File: config.mk
export PLATFORM = sky130hd
export DESIGN_NAME = burst_read_seq
export DESIGN_NICKNAME = d
export VERILOG_FILES = /design/src/rtl/burst_seq_pkg.sv /design/src/rtl/burst_cfg_regs.sv /design/src/rtl/burst_addr_step.sv /design/src/rtl/burst_ctrl.sv /design/src/rtl/burst_read_seq.sv
export SDC_FILE = /design/constraint.sdc
export NUM_CORES = 1
export LEC_CHECK = 0
export ABC_AREA = 1
export ABC_CLOCK_PERIOD_IN_PS = 1890
export BUFFER_PORTS_ARGS = -buffer_cell sky130_fd_sc_hd__buf_2
export CAP_MARGIN = 0
export CORE_MARGIN = 1
export CORE_UTILIZATION = 54
export DETAILED_ROUTE_END_ITERATION = 7
export GPL_TIMING_DRIVEN = 0
export PLACE_DENSITY = 0.8
export SLEW_MARGIN = 15
export SYNTH_ARGS = -nofsm -noshare
export SYNTH_HDL_FRONTEND = slang
export SYNTH_HIERARCHICAL = 1
export SYNTH_SLANG_ARGS = --single-unit
File: constraint.sdc
create_clock -name clk -period 1.89 [get_ports clk]
set_input_delay 0.0945 -clock clk [delete_from_list [all_inputs] [get_ports clk]]
set_output_delay 0.0945 -clock clk [all_outputs]
set_load 0.01 [all_outputs]
File: src/rtl/burst_seq_pkg.sv
// Package: shared types and helpers for the burst read sequencer.
// Assumes 16-word long groups and 8-word short groups.
package burst_seq_pkg;

    typedef enum logic [2:0] {
        BM_CONT   = 3'd0,
        BM_WRAP8  = 3'd1,
        BM_WRAP16 = 3'd2,
        BM_LIN8   = 3'd3,
        BM_LIN16  = 3'd4
    } burst_mode_e;

    typedef enum logic [1:0] {
        ST_IDLE  = 2'd0,
        ST_WAIT  = 2'd1,
        ST_DATA  = 2'd2,
        ST_STALL = 2'd3
    } seq_state_e;

    localparam int LONG_LOG2  = 4;
    localparam int SHORT_LOG2 = 3;

    // True for the two wrapping modes.
    function automatic logic is_wrap(input burst_mode_e m);
        return (m == BM_WRAP8) || (m == BM_WRAP16);
    endfunction

    // True for every mode with a fixed beat count.
    function automatic logic is_bounded(input burst_mode_e m);
        return m != BM_CONT;
    endfunction

    // Beat count minus one for the bounded modes.
    function automatic logic [LONG_LOG2-1:0] len_m1(input burst_mode_e m);
        if ((m == BM_WRAP8) || (m == BM_LIN8))
            return LONG_LOG2'((1 << SHORT_LOG2) - 1);
        return LONG_LOG2'((1 << LONG_LOG2) - 1);
    endfunction

endpackage

File: src/rtl/burst_cfg_regs.sv
// Configuration register for the burst read sequencer.
// Decodes the mode, latency and early-ready fields from the configuration
// word. Each field is validated on its own, and an illegal value keeps the
// previous setting. Assumes ADDR_W is wide enough to hold EARLY_BIT.
module burst_cfg_regs
    import burst_seq_pkg::*;
#(
    parameter int ADDR_W    = 24,
    parameter int WAIT_W    = 4,
    parameter int MODE_LSB  = 0,
    parameter int WAIT_LSB  = 8,
    parameter int EARLY_BIT = 18,
    parameter int WAIT_RST  = 7,
    parameter int WAIT_MIN  = 2
) (
    input  logic              clk,
    input  logic              rst_n,
    input  logic              cfg_we,
    input  logic [ADDR_W-1:0] cfg_addr,
    output burst_mode_e       mode,
    output logic [WAIT_W-1:0] wait_cyc,
    output logic              early
);

    logic [2:0]        mode_raw;
    logic [WAIT_W-1:0] wait_raw;
    logic              unused_cfg_bits;

    assign mode_raw        = cfg_addr[MODE_LSB +: 3];
    assign wait_raw        = cfg_addr[WAIT_LSB +: WAIT_W];
    assign unused_cfg_bits = ^cfg_addr;

    // Update each field on a write when its new value is legal.
    always_ff @(posedge clk) begin
        if (!rst_n) begin
            mode     <= BM_CONT;
            wait_cyc <= WAIT_W'(WAIT_RST);
            early    <= 1'b0;
        end else if (cfg_we) begin
            if (mode_raw <= 3'(BM_LIN16))
                mode <= burst_mode_e'(mode_raw);
            if (wait_raw >= WAIT_W'(WAIT_MIN))
                wait_cyc <= wait_raw;
            early <= cfg_addr[EARLY_BIT];
        end
    end

    AST_WAIT_LEGAL: assert property (@(posedge clk) disable iff (!rst_n)
        wait_cyc >= WAIT_W'(WAIT_MIN));
    AST_MODE_LEGAL: assert property (@(posedge clk) disable iff (!rst_n)
        cfg_we && (mode_raw > 3'(BM_LIN16)) |=> $stable(mode));

endmodule

File: src/rtl/burst_addr_step.sv
// Combinational address stepper.
// Returns the address of the next beat for the given mode. It also flags
// when a non-wrapping step lands on a line boundary of 2**LINE_W words.
// Wrap modes never report a crossing.
module burst_addr_step
    import burst_seq_pkg::*;
#(
    parameter int ADDR_W = 24,
    parameter int LINE_W = LONG_LOG2
) (
    input  logic [ADDR_W-1:0] cur_addr,
    input  burst_mode_e       mode,
    output logic [ADDR_W-1:0] nxt_addr,
    output logic              nxt_cross
);

    localparam logic [ADDR_W-1:0] MASK_S = ADDR_W'((1 << SHORT_LOG2) - 1);
    localparam logic [ADDR_W-1:0] MASK_L = ADDR_W'((1 << LINE_W) - 1);

    logic [ADDR_W-1:0] inc;

    assign inc = cur_addr + ADDR_W'(1);

    // Select the wrapped or straight increment.
    always_comb begin
        unique case (mode)
            BM_WRAP8:  nxt_addr = (cur_addr & ~MASK_S) | (inc & MASK_S);
            BM_WRAP16: nxt_addr = (cur_addr & ~MASK_L) | (inc & MASK_L);
            default:   nxt_addr = inc;
        endcase
    end

    // Flag a line-boundary landing for non-wrapping modes.
    always_comb begin
        nxt_cross = !is_wrap(mode) && (inc[LINE_W-1:0] == '0);
    end

endmodule

File: src/rtl/burst_ctrl.sv
// Burst sequencing FSM.
// Captures the start address and the configuration at the start strobe,
// counts the initial latency, and steps the beat address. It inserts one
// empty cycle before a line-crossing beat and derives ready, either aligned
// to the beat or one cycle early. Assumes the latency is at least 2.
module burst_ctrl
    import burst_seq_pkg::*;
#(
    parameter int ADDR_W = 24,
    parameter int WAIT_W = 4,
    parameter int LINE_W = LONG_LOG2
) (
    input  logic              clk,
    input  logic              rst_n,
    input  logic              chip_en,
    input  logic              start_vld,
    input  logic [ADDR_W-1:0] start_addr,
    input  burst_mode_e       cfg_mode,
    input  logic [WAIT_W-1:0] cfg_wait,
    input  logic              cfg_early,
    output logic [ADDR_W-1:0] rd_addr,
    output logic              beat_vld,
    output logic              rdy
);

    seq_state_e        state_q;
    logic [WAIT_W-1:0] wcnt_q;
    logic [LINE_W-1:0] left_q;
    logic [ADDR_W-1:0] addr_q;
    burst_mode_e       mode_q;
    logic              early_q;
    logic              cross_q;
    logic [ADDR_W-1:0] step_addr;
    logic              step_cross;
    logic              last_beat;
    logic              rdy_early;

    burst_addr_step #(.ADDR_W(ADDR_W), .LINE_W(LINE_W)) u_step (
        .cur_addr  (addr_q),
        .mode      (mode_q),
        .nxt_addr  (step_addr),
        .nxt_cross (step_cross)
    );

    assign last_beat = is_bounded(mode_q) && (left_q == '0);

    // Run the burst state machine and its counters.
    always_ff @(posedge clk) begin
        if (!rst_n) begin
            state_q <= ST_IDLE;
            wcnt_q  <= '0;
            left_q  <= '0;
            addr_q  <= '0;
            mode_q  <= BM_CONT;
            early_q <= 1'b0;
            cross_q <= 1'b0;
        end else if (chip_en && start_vld) begin
            state_q <= ST_WAIT;
            wcnt_q  <= cfg_wait - WAIT_W'(1);
            left_q  <= LINE_W'(len_m1(cfg_mode));
            addr_q  <= start_addr;
            mode_q  <= cfg_mode;
            early_q <= cfg_early;
            cross_q <= 1'b0;
        end else if (!chip_en) begin
            state_q <= ST_IDLE;
            cross_q <= 1'b0;
        end else begin
            unique case (state_q)
                ST_WAIT: begin
                    if (wcnt_q == '0)
                        state_q <= ST_DATA;
                    else
                        wcnt_q <= wcnt_q - WAIT_W'(1);
                end
                ST_DATA: begin
                    cross_q <= 1'b0;
                    if (last_beat) begin
                        state_q <= ST_IDLE;
                    end else begin
                        addr_q  <= step_addr;
                        left_q  <= left_q - LINE_W'(1);
                        state_q <= step_cross ? ST_STALL : ST_DATA;
                    end
                end
                ST_STALL: begin
                    state_q <= ST_DATA;
                    cross_q <= 1'b1;
                end
                default: state_q <= ST_IDLE;
            endcase
        end
    end

    // Predict a beat in the next cycle; crossing beats get coincident ready.
    always_comb begin
        rdy_early = ((state_q == ST_WAIT) && (wcnt_q == '0))
                 || ((state_q == ST_DATA) && cross_q)
                 || ((state_q == ST_DATA) && !last_beat && !step_cross);
    end

    assign beat_vld = (state_q == ST_DATA);
    assign rd_addr  = addr_q;
    assign rdy      = early_q ? rdy_early : beat_vld;

    AST_ABORT_IDLE: assert property (@(posedge clk) disable iff (!rst_n)
        !chip_en |=> !beat_vld && !rdy);
    AST_RESTART_GAP: assert property (@(posedge clk) disable iff (!rst_n)
        chip_en && start_vld |=> !beat_vld);
    AST_WRAP8_GROUP: assert property (@(posedge clk) disable iff (!rst_n)
        beat_vld && chip_en && !start_vld && (mode_q == BM_WRAP8)
        |=> !beat_vld || (rd_addr[ADDR_W-1:3] == $past(rd_addr[ADDR_W-1:3])));
    AST_EARLY_LEADS: assert property (@(posedge clk) disable iff (!rst_n)
        rdy && !beat_vld && chip_en && !start_vld |=> beat_vld);
    AST_ONE_STALL: assert property (@(posedge clk) disable iff (!rst_n)
        (state_q == ST_STALL) && chip_en && !start_vld |=> beat_vld);

endmodule

File: src/rtl/burst_read_seq.sv
// Top of the burst read address sequencer.
// Connects the configuration register to the burst controller. The
// configuration arrives on the address lines with a write strobe, and the
// controller captures it at each burst start.
module burst_read_seq
    import burst_seq_pkg::*;
#(
    parameter int ADDR_W    = 24,
    parameter int WAIT_W    = 4,
    parameter int EARLY_BIT = 18,
    parameter int WAIT_RST  = 7
) (
    input  logic              clk,
    input  logic              rst_n,
    input  logic              cfg_we,
    input  logic [ADDR_W-1:0] cfg_addr,
    input  logic              chip_en,
    input  logic              start_vld,
    input  logic [ADDR_W-1:0] start_addr,
    output logic [ADDR_W-1:0] rd_addr,
    output logic              beat_vld,
    output logic              rdy
);

    burst_mode_e       mode_w;
    logic [WAIT_W-1:0] wait_w;
    logic              early_w;

    burst_cfg_regs #(
        .ADDR_W(ADDR_W), .WAIT_W(WAIT_W), .EARLY_BIT(EARLY_BIT), .WAIT_RST(WAIT_RST)
    ) u_cfg (
        .clk      (clk),
        .rst_n    (rst_n),
        .cfg_we   (cfg_we),
        .cfg_addr (cfg_addr),
        .mode     (mode_w),
        .wait_cyc (wait_w),
        .early    (early_w)
    );

    burst_ctrl #(.ADDR_W(ADDR_W), .WAIT_W(WAIT_W)) u_ctrl (
        .clk        (clk),
        .rst_n      (rst_n),
        .chip_en    (chip_en),
        .start_vld  (start_vld),
        .start_addr (start_addr),
        .cfg_mode   (mode_w),
        .cfg_wait   (wait_w),
        .cfg_early  (early_w),
        .rd_addr    (rd_addr),
        .beat_vld   (beat_vld),
        .rdy        (rdy)
    );

endmodule

==> metrics.csv, run 1 <==
stage,metric,value,unit
status,status,finished clean,
global_routing,gr usage total,0.261,
route,Detailed Route Iter0 Violations,175,
timing,Max Clock Freq,530,MHz
setup_path,"Data required, critical path",1.80,ns
logic_synthesis,Post-synth EDFFs,0,
placement,placed inst area,3660,um2
flow_run,max cap viols,0,
cells_and_area,final-stage net count,682,
logic_synthesis,post-synth top area cell,dfxtp_1,
floorplanning,die width,79.8,um
clock_tree,TritonCTS buffer count,5,
timing,Final Hold Viols,0,
setup_path,CP Buf/Inv Count,1,
setup_path,top fanout value on the critical path,6,
setup_path,Critical-path top delay cell,nor4_4,
route,Vias/cell,4.98,
clock_tree,Worst-path clk slew,0.09,ns
cells_and_area,antenna fix cells,0,
timing,# setup viols final,0,
logic_synthesis,Syn Area/Cell,5.91,um2
global_routing,number of global-route vias before repair,3076,
global_routing,gr ovfl total,0,
floorplanning,I/O Pins,79,
logic_synthesis,top_reg_cell synth,dfxtp_1,
setup_path,startpoint type of the worst setup path,flop,
hold_path,Worst Hold Class,in2reg,
floorplanning,Core ar.,5680,um2
route,WL final,7.90,mm
clock_tree,"Clk Latency, worst-skew pair",0.30,ns
floorplanning,row count,27,
timing,worst hold margin,0.0240,ns
setup_path,CP cell instances,"ha_2, xor2_2, nor4_4, o22ai_1, nand2_1, nand2_1, buf_2",
logic_synthesis,post-synthesis cell area,3270,um2
setup_path,CP endpoint kind,primary output,
timing,Max Slew Vio Count,0,
setup_path,Top delay family on crit path,simple AND/OR/NAND/NOR gates,
timing,RSZ-0062 raised after global routing,true,
route,drt pass-1 iters,5,
placement,Detailed Place HPWL,5.82,mm
setup_path,cell mode on critical path,nand2_1,
power,PD cells,649,nW/um2
logic_synthesis,commonest cells in the netlist,"nand2_1 (219), nor2_1 (79), inv_1 (73)",
logic_synthesis,dominant cells by area after synthesis,"dfxtp_1 (29%), nand2_1 (25%), nor2_1 (9.1%), inv_1 (8.4%), nand3_1 (4.7%)",
cells_and_area,design area,3870,um2
global_routing,largest net degree at the start of global routing,15,
floorplanning,DIE AREA,6370,um2
global_routing,initial antenna violation count,0,
cells_and_area,fraction of final layout cells sized beyond drive strength 1,0.195,
clock_tree,H-tree levels,2,
timing,setup total negative slack,0,ns
placement,gpl congestion,0.888,
global_routing,first-pass GRT wire length,13.2,mm
logic_synthesis,sequential area share after synthesis,0.288,
timing,clock skew,0.00658,ns
setup_path,Worst path max stage delay,0.38,ns
placement,IO buf count,61,
clock_tree,Longest Clk Path Bufs,2,
logic_synthesis,Syn Inst Count,553,
route,vias post-DR,3472,
logic_synthesis,"Distinct cells, synth",28,
logic_synthesis,cell with the most instances after synthesis,nand2_1,
logic_synthesis,Synth Net Count,611,
logic_synthesis,Synth top area share,0.288,
timing,Worst slew margin,0.781,
route,WL/cell,11.3,um
timing,Tcrit/Tclk final,0.998,
floorplanning,Initial Util,0.576,
power,Final Power,2510,uW
clock_tree,CTS tree,done,
cells_and_area,synthesis-to-finish area growth,18.3,%
logic_synthesis,async set-or-reset flop fraction in the synthesized netlist,0,
power,maximum resistive drop on vdd,0.000368,V
setup_path,CP arrival,1.79,ns
power,leakage power,0.00206,uW
logic_synthesis,Seq cells post-synth,47,
floorplanning,Die Height,79.8,um
clock_tree,clk root buf,clkbuf_8,
timing,fin crit period,1.89,ns
clock_tree,# clock sinks,47,
logic_synthesis,Ys Warns,6,
timing,Worst Max-Slew Pin Slew,0.326,ns
route,post-route ant nets,0,
setup_path,"Worst Path Class, Setup",reg2out,
route,drc violations,0,
## metrics by stage
| step | worst slack, ns | utilization | cells |
|---|---|---|---|
| 6_report | 0.00347 | 0.681 | 697 |
| 5_1_grt | -0.0615 | 0.681 | 697 |
| 4_1_cts | 0.0335 | 0.678 | 696 |
| 3_5_place_dp | 0.0151 | 0.646 | 686 |
| 3_3_place_gp | 0.0571 | 0.646 | 686 |
| 2_1_floorplan | 0.203 | - | 553 |
## layout by cell type, fill, tap and decap left out, types with 7 or more instances in the layout
master,instances
a21oi_1,14
buf_2,67
buf_4,8
dfxtp_1,42
inv_1,73
nand2_1,218
nand3_1,30
nand4_1,8
nor2_1,78
o21ai_0,8
xor2_1,7
## worst min-delay path, stage by stage
cell and delay [ns]:
buf_2 0.08, nand2_1 0.05, nand3_1 0.07
## report_power, final
part           total [uW]  leakage, uW  switching (uW)  internal, uW
combinational         515      0.00161             306           209
sequential           1120     0.000389            69.3          1050
clock                 874    0.0000654             345           529
total                2510      0.00206             720          1790
## metal layers
layer | global-route usage | vias up | wire length [um]
met1 | 0.311 | 1564 | 3580
li1 | - | 1808 | -
met5 | 0 | - | 0
met3 | 0.0411 | 6 | 335
met4 | 0.0804 | 0 | 65
met2 | 0.474 | 94 | 3910
## cells by family (layout without fill, tap and decap cells)
group | after synthesis | count (layout) | share of synthesized area
and+or+nand+nor | 368 | 368 | 0.490
buffers and inverters | 93 | 165 | 0.125
DFF | 47 | 47 | 0.288
AOI/OAI and AO/OA | 27 | 27 | 0.0433
adders and majority gates | 5 | 5 | 0.0191
xor gates and xnor gates | 13 | 13 | 0.0348
## registers in the layout, indices dropped and copies added (netlist names)
signal          flops
u_ctrl/early_q      1
u_ctrl/state_q      2
u_cfg/wait_cyc      4
u_ctrl/left_q       4
u_cfg/early         1
u_ctrl/rd_addr     24
u_ctrl/mode_q       3
u_ctrl/cross_q      1
u_cfg/mode          3
u_ctrl/wcnt_q       4
## path summary, 6_finish.rpt
| kind | start | to | slack (ns) | cells after the start |
|---|---|---|---|---|
| worst max-delay path | u_ctrl/rd_addr[1] | rdy | 0.003 | 7 |
| worst min-delay path | cfg_addr[8] | u_cfg/wait_cyc[0] | 0.02 | 3 |
| worst max register to register | u_ctrl/rd_addr[12] | u_ctrl/rd_addr[22] | 0.15 | 13 |
| worst min register to register | u_cfg/mode[2] | u_cfg/mode[2] | 0.46 | 2 |
## layout make-up
| cell class | instances | area [um2] |
|---|---|---|
| Sequential cell | 47 | 952 |
| Timing Repair Buffer | 64 | 330 |
| Multi-Input combinational cell | 413 | 1950 |
| Fill cell | 531 | 1810 |
| Tap cell | 72 | 90.1 |
| Clock buffer | 6 | 72.6 |
| Clock inverter | 2 | 60.1 |
| Inverter | 77 | 289 |
| Buffer | 16 | 120 |
## what timing repair did
| action | in CTS | in global routing |
|---|---|---|
| gates resized for setup | 9 | 5 |
| pin swaps | 2 | 3 |
| hold buffers | 1 | 0 |
| endpoints found under the hold margin | 1 | 0 |
| buffers inserted | 1 | 1 |
| setup endpoints to repair | 1 | 8 |
Note: power is estimated with default switching activity, not from simulation.
==> inputs of run 2 (changes only) <==
Settings changed: ABC_AREA 1 to 0, CORE_MARGIN 1 to 10, CORE_UTILIZATION 54 to 53, PLACE_DENSITY 0.8 to 0.81.
==> metrics.csv, run 2 <==
stage,metric,value,unit,change
status,status,"complete, but fails checks",,was finished clean
status,failing checks,setup timing,,
logic_synthesis,Post-Synth XOR/XNOR Area,0.0824,,was 0.0348
logic_synthesis,Post-synth EDFFs,0,,unchanged
cells_and_area,"most common cell after layout, fill and taps aside",buf_2,,was nand2_1
floorplanning,I/O Pins,79,,unchanged
route,Detailed Route Iter0 Violations,183,,was 175
setup_path,"Data required, critical path",2.14,ns,was 1.80 ns
route,top routing layer used,met4,,unchanged
logic_synthesis,dominant cells by area after synthesis,"dfxtp_1 (33%), mux2i_1 (10%), o211a_1 (8.4%), nand2_1 (7.2%), xor2_1 (5.8%)",,"was dfxtp_1 (29%), nand2_1 (25%), nor2_1 (9.1%), inv_1 (8.4%), nand3_1 (4.7%)"
global_routing,initial antenna violation count,0,,unchanged
route,met1 WL,3.22,mm,was 3.58 mm
logic_synthesis,Synth top area share,0.330,,was 0.288
power,leakage power,0.00179,uW,was 0.00206 uW
logic_synthesis,"Distinct cells, synth",51,,was 28
setup_path,CP arrival,2.30,ns,was 1.79 ns
logic_synthesis,post-synthesis cell area,2860,um2,was 3270 um2
logic_synthesis,Seq cells post-synth,47,,unchanged
clock_tree,H-tree levels,2,,unchanged
floorplanning,Initial Util,0.552,,was 0.576
clock_tree,CTS tree,done,,unchanged
setup_path,Critical-path top delay cell,dfxtp_4,,was nor4_4
logic_synthesis,Simple-Gate Fraction of Synth Area,0.213,,was 0.490
setup_path,Worst path max stage delay,0.37,ns,was 0.38 ns
route,drt pass-1 iters,4,,was 5
flow_run,max cap viols,0,,unchanged
timing,setup total negative slack,-0.320,ns,was 0 ns
setup_path,R2R cell count,10,,was 13
floorplanning,Core ar.,5170,um2,was 5680 um2
logic_synthesis,mux contribution to synthesized area,0.102,,was 0
cells_and_area,Fillers,393,,was 531
setup_path,"Worst Path Class, Setup",reg2reg,,was reg2out
placement,dpl ws,-0.0325,ns,was 0.0151 ns
global_routing,gr ovfl total,0,,unchanged
timing,Max Slew Vio Count,0,,unchanged
route,WL/cell,16.9,um,was 11.3 um
cells_and_area,final-stage net count,459,,was 682
floorplanning,die width,93.4,um,was 79.8 um
cells_and_area,most frequent cells in the layout,"buf_2 (64), nand2_1 (55), dfxtp_1 (42), mux2i_1 (29), o211a_1 (24)",,"was nand2_1 (218), nor2_1 (78), inv_1 (73), buf_2 (67), dfxtp_1 (42)"
power,Final Power,2360,uW,was 2510 uW
timing,Max Clock Freq,489,MHz,was 530 MHz
route,post-route ant nets,0,,unchanged
global_routing,gr usage total,0.175,,was 0.261
placement,IO buf count,60,,was 61
timing,Worst Max-Slew Pin Slew,0.804,ns,was 0.326 ns
cells_and_area,antenna fix cells,0,,unchanged
timing,Final Hold Viols,0,,unchanged
logic_synthesis,async set-or-reset flop fraction in the synthesized netlist,0,,unchanged
timing,Worst slew margin,0.464,,was 0.781
cells_and_area,max FFs per register,24,,unchanged
logic_synthesis,main combinational cell family by area after synthesis,simple AND/OR/NAND/NOR gates,,unchanged
floorplanning,row count,26,,was 27
setup_path,Top delay family on crit path,simple AND/OR/NAND/NOR gates,,unchanged
floorplanning,DIE AREA,8720,um2,was 6370 um2
route,vias post-DR,2687,,was 3472
clock_tree,TritonCTS buffer count,5,,unchanged
logic_synthesis,post-synth top area cell,dfxtp_1,,unchanged
floorplanning,Die Height,93.4,um,was 79.8 um
logic_synthesis,top_reg_cell synth,dfxtp_1,,unchanged
cells_and_area,fraction of final layout cells sized beyond drive strength 1,0.301,,was 0.195
logic_synthesis,Ys Warns,6,,unchanged
logic_synthesis,sequential area share after synthesis,0.330,,was 0.288
setup_path,CP endpoint kind,flop,,was primary output
global_routing,largest net degree at the start of global routing,15,,unchanged
setup_path,Crit. Startpoint,u_ctrl/rd_addr[0],,was u_ctrl/rd_addr[1]
setup_path,cell mode on critical path,buf_4,,was nand2_1
setup_path,CP cell instances,"buf_4, buf_4, and4_2, o211ai_4, buf_4, nor3_2, xor2_1, mux2i_1, nand2_1, o211a_1",,"was ha_2, xor2_2, nor4_4, o22ai_1, nand2_1, nand2_1, buf_2"
setup_path,R2R Setup Slk,-0.16,ns,was 0.15 ns
hold_path,Worst Hold Class,in2reg,,unchanged
logic_synthesis,Syn Inst Count,324,,was 553
logic_synthesis,cell with the most instances after synthesis,nand2_1,,unchanged
logic_synthesis,Syn Area/Cell,8.81,um2,was 5.91 um2
route,WL final,7.96,mm,was 7.90 mm
global_routing,number of global-route vias before repair,2826,,was 3076
setup_path,CP Buf/Inv Count,3,,was 1
timing,RSZ-0062 raised after global routing,true,,unchanged
clock_tree,Worst-path clk slew,0.09,ns,about the same
timing,fin crit period,2.05,ns,was 1.89 ns
placement,gpl congestion,0.851,,was 0.888
power,PD cells,659,nW/um2,was 649 nW/um2
logic_synthesis,Post-Synth Adder-Cell Area,0.0219,,was 0.0191
setup_path,r2r startpoint,u_ctrl/rd_addr[0],,was u_ctrl/rd_addr[12]
cells_and_area,multi-input logic area,1910,um2,was 1950 um2
cells_and_area,register area,952,um2,unchanged
clock_tree,"Clk Latency, worst-skew pair",0.30,ns,about the same
clock_tree,Longest Clk Path Bufs,2,,unchanged
cells_and_area,synthesis-to-finish area growth,25.3,%,was 18.3%
route,Vias/cell,5.69,,was 4.98
timing,clock skew,0.00717,ns,was 0.00658 ns
route,met2 WL,4.22,mm,was 3.91 mm
setup_path,top fanout value on the critical path,6,,unchanged
setup_path,FF-to-FF End,u_ctrl/rd_addr[15],,was u_ctrl/rd_addr[22]
logic_synthesis,Synth Net Count,382,,was 611
route,met3 WL post-DR,439,um,was 335 um
timing,worst setup margin,-0.156,ns,was 0.00347 ns
global_routing,first-pass GRT wire length,12.8,mm,was 13.2 mm
timing,# setup viols final,6,,was 0
timing,Tcrit/Tclk final,1.08,,was 0.998
logic_synthesis,commonest cells in the netlist,"nand2_1 (55), dfxtp_1 (47), mux2i_1 (29)",,"was nand2_1 (219), nor2_1 (79), inv_1 (73)"
logic_synthesis,Synth Area in Compound Gates,0.205,,was 0.0433
clock_tree,# clock sinks,47,,unchanged
placement,Detailed Place HPWL,5.62,mm,was 5.82 mm
power,maximum resistive drop on vdd,0.000456,V,was 0.000368 V
setup_path,startpoint type of the worst setup path,flop,,unchanged
route,drc violations,0,,unchanged
clock_tree,clk root buf,clkbuf_8,,unchanged
setup_path,stages on the worst setup path,10,,was 7
setup_path,CP endpoint,u_ctrl/rd_addr[15],,was rdy
==> run 2: changes by cell type in the layout (fill, tap and decap cells not counted), moves of 8 or more <==
| cell | change |
|---|---|
| nand2_1 | -163 |
| a21oi_1 | -9 |
| o211a_1 | +24 |
| mux2i_1 | +29 |
| nor2_1 | -66 |
| xor2_1 | +11 |
| inv_1 | -61 |
| nand3_1 | -19 |
| clkbuf_1 | +8 |
| nand4_1 | -8 |
==> run 2: worst min path at each step <==
| stage | startpoint | end | slack (ns) | cells past startpoint |
|---|---|---|---|---|
| after detailed placement | cfg_addr[8] | u_cfg/wait_cyc[0] | 0.31 | 3 |
| after floorplan | rst_n | u_cfg/wait_cyc[0] | 0.16 | 1 |
| after CTS | rst_n | u_cfg/wait_cyc[0] | 0.03 | 2 |
| after global placement | cfg_addr[8] | u_cfg/wait_cyc[0] | 0.30 | 3 |
| after global routing | rst_n | u_cfg/wait_cyc[0] | 0.05 | 2 |
| final | rst_n | u_cfg/wait_cyc[0] | 0.04 | 2 |
==> run 2: cell families (layout without fill, tap and decap cells) <==
family          after synthesis  after routing
buf+inv                      31            109
simple gates                117            117
fa+ha+maj                     5              5
compound gates               69             69
mux                          29             29
flops                        47             47
xor+xnor                     26             26
==> run 2: power breakdown <==
part | leakage, uW | internal [uW] | total [uW] | switching (uW)
combinational | 0.00134 | 210 | 447 | 237
clock | 0.0000612 | 429 | 784 | 355
sequential | 0.000389 | 1050 | 1130 | 75.8
total | 0.00179 | 1690 | 2360 | 668
==> run 2: stage by stage <==
stage,util,hold WS [ns],instance area [um2],cells
2_1_floorplan,-,0.156,2860,324
3_3_place_gp,0.627,0.305,3240,454
3_5_place_dp,0.627,0.312,3240,454
4_1_cts,0.674,0.0287,3490,468
5_1_grt,0.692,0.0479,3580,472
6_report,0.692,0.0386,3580,472
==> run 2: cell type report <==
type	instances	area share
inverters	13	0.0136
clock buffers	6	0.0231
plain buffers	18	0.0248
repair buffers	70	0.106
multi-input cells	246	0.533
clock inverters	2	0.00979
flip-flops and latches	47	0.266
well taps	70	0.0245
==> run 2: layer usage <==
| layer | track usage | vias up |
|---|---|---|
| met2 | 0.327 | 70 |
| met4 | 0.0450 | 0 |
| met5 | 0 | - |
| met3 | 0.0432 | 8 |
| met1 | 0.191 | 1304 |
| li1 | - | 1305 |
==> run 2: what timing repair did <==
action	CTS	global route
setup buffers	5	4
hold endpoints to repair	1	0
gates cloned	0	0
gates resized for setup	18	14
endpoints found under the setup margin	4	24
hold buffers	1	0
pin swaps	4	6
==> inputs of run 3 (changes only) <==
Settings changed: CORE_UTILIZATION 53 to 44, PLACE_DENSITY 0.81 to 0.69, REMOVE_ABC_BUFFERS set to 1.
==> metrics.csv, run 3 (synthesized netlist as in run 2, its figures left out) <==
stage,metric,value,unit,change
timing,RSZ-0062 raised after global routing,true,,unchanged
setup_path,R2R Setup Slk,0.03,ns,was -0.16 ns
floorplanning,die width,101,um,was 93.4 um
power,maximum resistive drop on vdd,0.000418,V,was 0.000456 V
timing,worst hold margin,0.00886,ns,was 0.0386 ns
clock_tree,TritonCTS buffer count,5,,unchanged
placement,Detailed Place HPWL,4.85,mm,was 5.62 mm
timing,Max Clock Freq,531,MHz,was 489 MHz
floorplanning,row count,29,,was 26
setup_path,top fanout value on the critical path,4,,was 6
clock_tree,CTS tree,done,,unchanged
global_routing,number of global-route vias before repair,2537,,was 2826
setup_path,"Worst Path Class, Setup",reg2out,,was reg2reg
setup_path,CP arrival,1.79,ns,was 2.30 ns
clock_tree,Longest Clk Path Bufs,2,,unchanged
setup_path,startpoint type of the worst setup path,flop,,unchanged
setup_path,R2R cell count,8,,was 10
route,post-route ant nets,0,,unchanged
power,leakage power,0.00172,uW,was 0.00179 uW
flow_run,max cap viols,0,,unchanged
route,WL/cell,15.2,um,was 16.9 um
clock_tree,H-tree levels,2,,unchanged
timing,# setup viols final,0,,was 6
cells_and_area,most frequent cells in the layout,"buf_2 (61), nand2_1 (55), dfxtp_1 (39), mux2i_1 (29), o211a_1 (24)",,"was buf_2 (64), nand2_1 (55), dfxtp_1 (42), mux2i_1 (29), o211a_1 (24)"
power,Comb pwr share,0.198,,was 0.190
timing,worst setup margin,0.00645,ns,was -0.156 ns
setup_path,CP endpoint kind,primary output,,was flop
route,vias post-DR,2521,,was 2687
setup_path,CP cell instances,"ha_4, xor2_2, nor4b_4, a21oi_2, nor3b_2, o21ai_1, buf_2",,"was buf_4, buf_4, and4_2, o211ai_4, buf_4, nor3_2, xor2_1, mux2i_1, nand2_1, o211a_1"
cells_and_area,Non-Filler Instances,460,,was 472
timing,clock skew,0.00338,ns,was 0.00717 ns
route,top routing layer used,met4,,unchanged
power,Switching Share,0.289,,was 0.283
route,Vias/cell,5.48,,was 5.69
route,Detailed Route Iter0 Violations,132,,was 183
power,Cell Int Power,1500,uW,was 1690 uW
timing,Final Hold Viols,0,,unchanged
cells_and_area,"most common cell after layout, fill and taps aside",buf_2,,unchanged
setup_path,"Data required, critical path",1.80,ns,was 2.14 ns
cells_and_area,max FFs per register,24,,unchanged
route,met2 WL,3.41,mm,was 4.22 mm
clock_tree,"Clk Latency, worst-skew pair",0.29,ns,was 0.30 ns
status,status,finished clean,,"was complete, but fails checks"
placement,Placed Cells,447,,was 454
route,met3 WL post-DR,401,um,was 439 um
route,drc violations,0,,unchanged
hold_path,Worst Hold Class,in2reg,,unchanged
setup_path,CP Buf/Inv Count,1,,was 3
cells_and_area,Fillers,614,,was 393
power,total net switching power,610,uW,was 668 uW
timing,setup total negative slack,0,ns,was -0.320 ns
route,met1 WL,3.13,mm,was 3.22 mm
placement,dpl ws,-0.882,ns,was -0.0325 ns
hold_path,Hold Path Depth,3,,was 2
floorplanning,Core ar.,6310,um2,was 5170 um2
timing,Tcrit/Tclk final,0.997,,was 1.08
global_routing,gr usage total,0.135,,was 0.175
placement,IO buf count,62,,was 60
timing,fin crit period,1.88,ns,was 2.05 ns
global_routing,gr ovfl total,0,,unchanged
floorplanning,I/O Pins,79,,unchanged
cells_and_area,antenna fix cells,0,,unchanged
cells_and_area,fraction of final layout cells sized beyond drive strength 1,0.282,,was 0.301
setup_path,Worst path max stage delay,0.37,ns,about the same
timing,Max Slew Vio Count,0,,unchanged
global_routing,initial antenna violation count,0,,unchanged
global_routing,first-pass GRT wire length,11.4,mm,was 12.8 mm
global_routing,largest net degree at the start of global routing,47,,was 15
clock_tree,clk root buf,clkbuf_8,,unchanged
clock_tree,cts-stage hold buffer count,0,,was 1
setup_path,Top delay family on crit path,simple AND/OR/NAND/NOR gates,,unchanged
setup_path,Critical-path top delay cell,dfxtp_4,,unchanged
floorplanning,DIE AREA,10100,um2,was 8720 um2
floorplanning,Die Height,101,um,was 93.4 um
route,drt pass-1 iters,4,,unchanged
timing,Worst slew margin,0.454,,was 0.464
power,clock share of power,0.267,,was 0.332
clock_tree,# clock sinks,47,,unchanged
placement,gpl congestion,0.786,,was 0.851
floorplanning,Initial Util,0.452,,was 0.552
clock_tree,Worst-path clk slew,0.08,ns,was 0.09 ns
cells_and_area,final-stage net count,442,,was 459
timing,Worst Max-Slew Pin Slew,0.820,ns,was 0.804 ns
route,WL final,6.98,mm,was 7.96 mm
setup_path,stages on the worst setup path,7,,was 10
cells_and_area,synthesis-to-finish area growth,20.5,%,was 25.3%
power,PD cells,614,nW/um2,was 659 nW/um2
power,Sequential Power Share,0.535,,was 0.478
run 3: cell types whose count changed in the layout (fill, tap and decap cells not counted), moves of 2 or more:
cell	previous run	this run
buf_4	12	8
nor3_2	5	1
xnor2_2	2	0
dfxtp_2	3	5
buf_2	64	61
dfxtp_1	42	39
buf_8	0	2
nor3_1	5	9
clkbuf_1	9	1
run 3: area by class of cell:
cell class	instances	area, um2	area share
repair buffers	71	395	0.115
multi-input cells	246	1870	0.543
well taps	77	96.3	0.0280
flip-flops and latches	47	958	0.279
inverters	13	48.8	0.0142
clock buffers	6	72.6	0.0211
run 3: path summary, 6_finish.rpt:
check	from	to
hold reg to reg	u_cfg/early	u_ctrl/early_q
hold / removal	cfg_addr[8]	u_cfg/wait_cyc[0]
setup / recovery	u_ctrl/rd_addr[0]	rdy
setup reg to reg	u_ctrl/mode_q[1]	u_ctrl/rd_addr[15]
run 3: per-stage QoR:
step	cell area, um2	utilization	power (uW)
floorplan	2770	-	1370
global placement	3180	0.503	1530
detailed placement	3220	0.510	1550
CTS	3390	0.536	2130
global route	3440	0.545	2240
finish	3440	0.545	2110
run 3: metal layers:
layer | GRT usage | vias to the layer above
met1 | 0.153 | 1189
met3 | 0.0405 | 4
li1 | - | 1268
met2 | 0.240 | 60
met5 | 0 | -
met4 | 0.0315 | 0
run 3: power groups by stage:
| stage | Clock [uW] | Combinational, uW | Sequential, uW |
|---|---|---|---|
| after floorplan | 0 | 220 | 1150 |
| after global placement | 0 | 384 | 1140 |
| after detailed placement | 0 | 400 | 1150 |
| after CTS | 592 | 415 | 1130 |
| after global routing | 626 | 469 | 1140 |
| final | 564 | 419 | 1130 |
run 3: timing repair:
item | 4_1_cts | 5_1_grt
buffers inserted | 6 | 1
resized for setup | 14 | 11
pin swaps | 6 | 3
setup endpoints to repair | 28 | 16
run 3: worst register-to-register path, delay by kind of cell, from the launching register on:
| kind | cells | cell delay (ns) |
|---|---|---|
| compound gates | 2 | 0.58 |
| flops | 1 | 0.37 |
| simple gates | 2 | 0.19 |
| buf+inv | 1 | 0.16 |
| xor+xnor | 2 | 0.32 |
| mux | 1 | 0.15 |
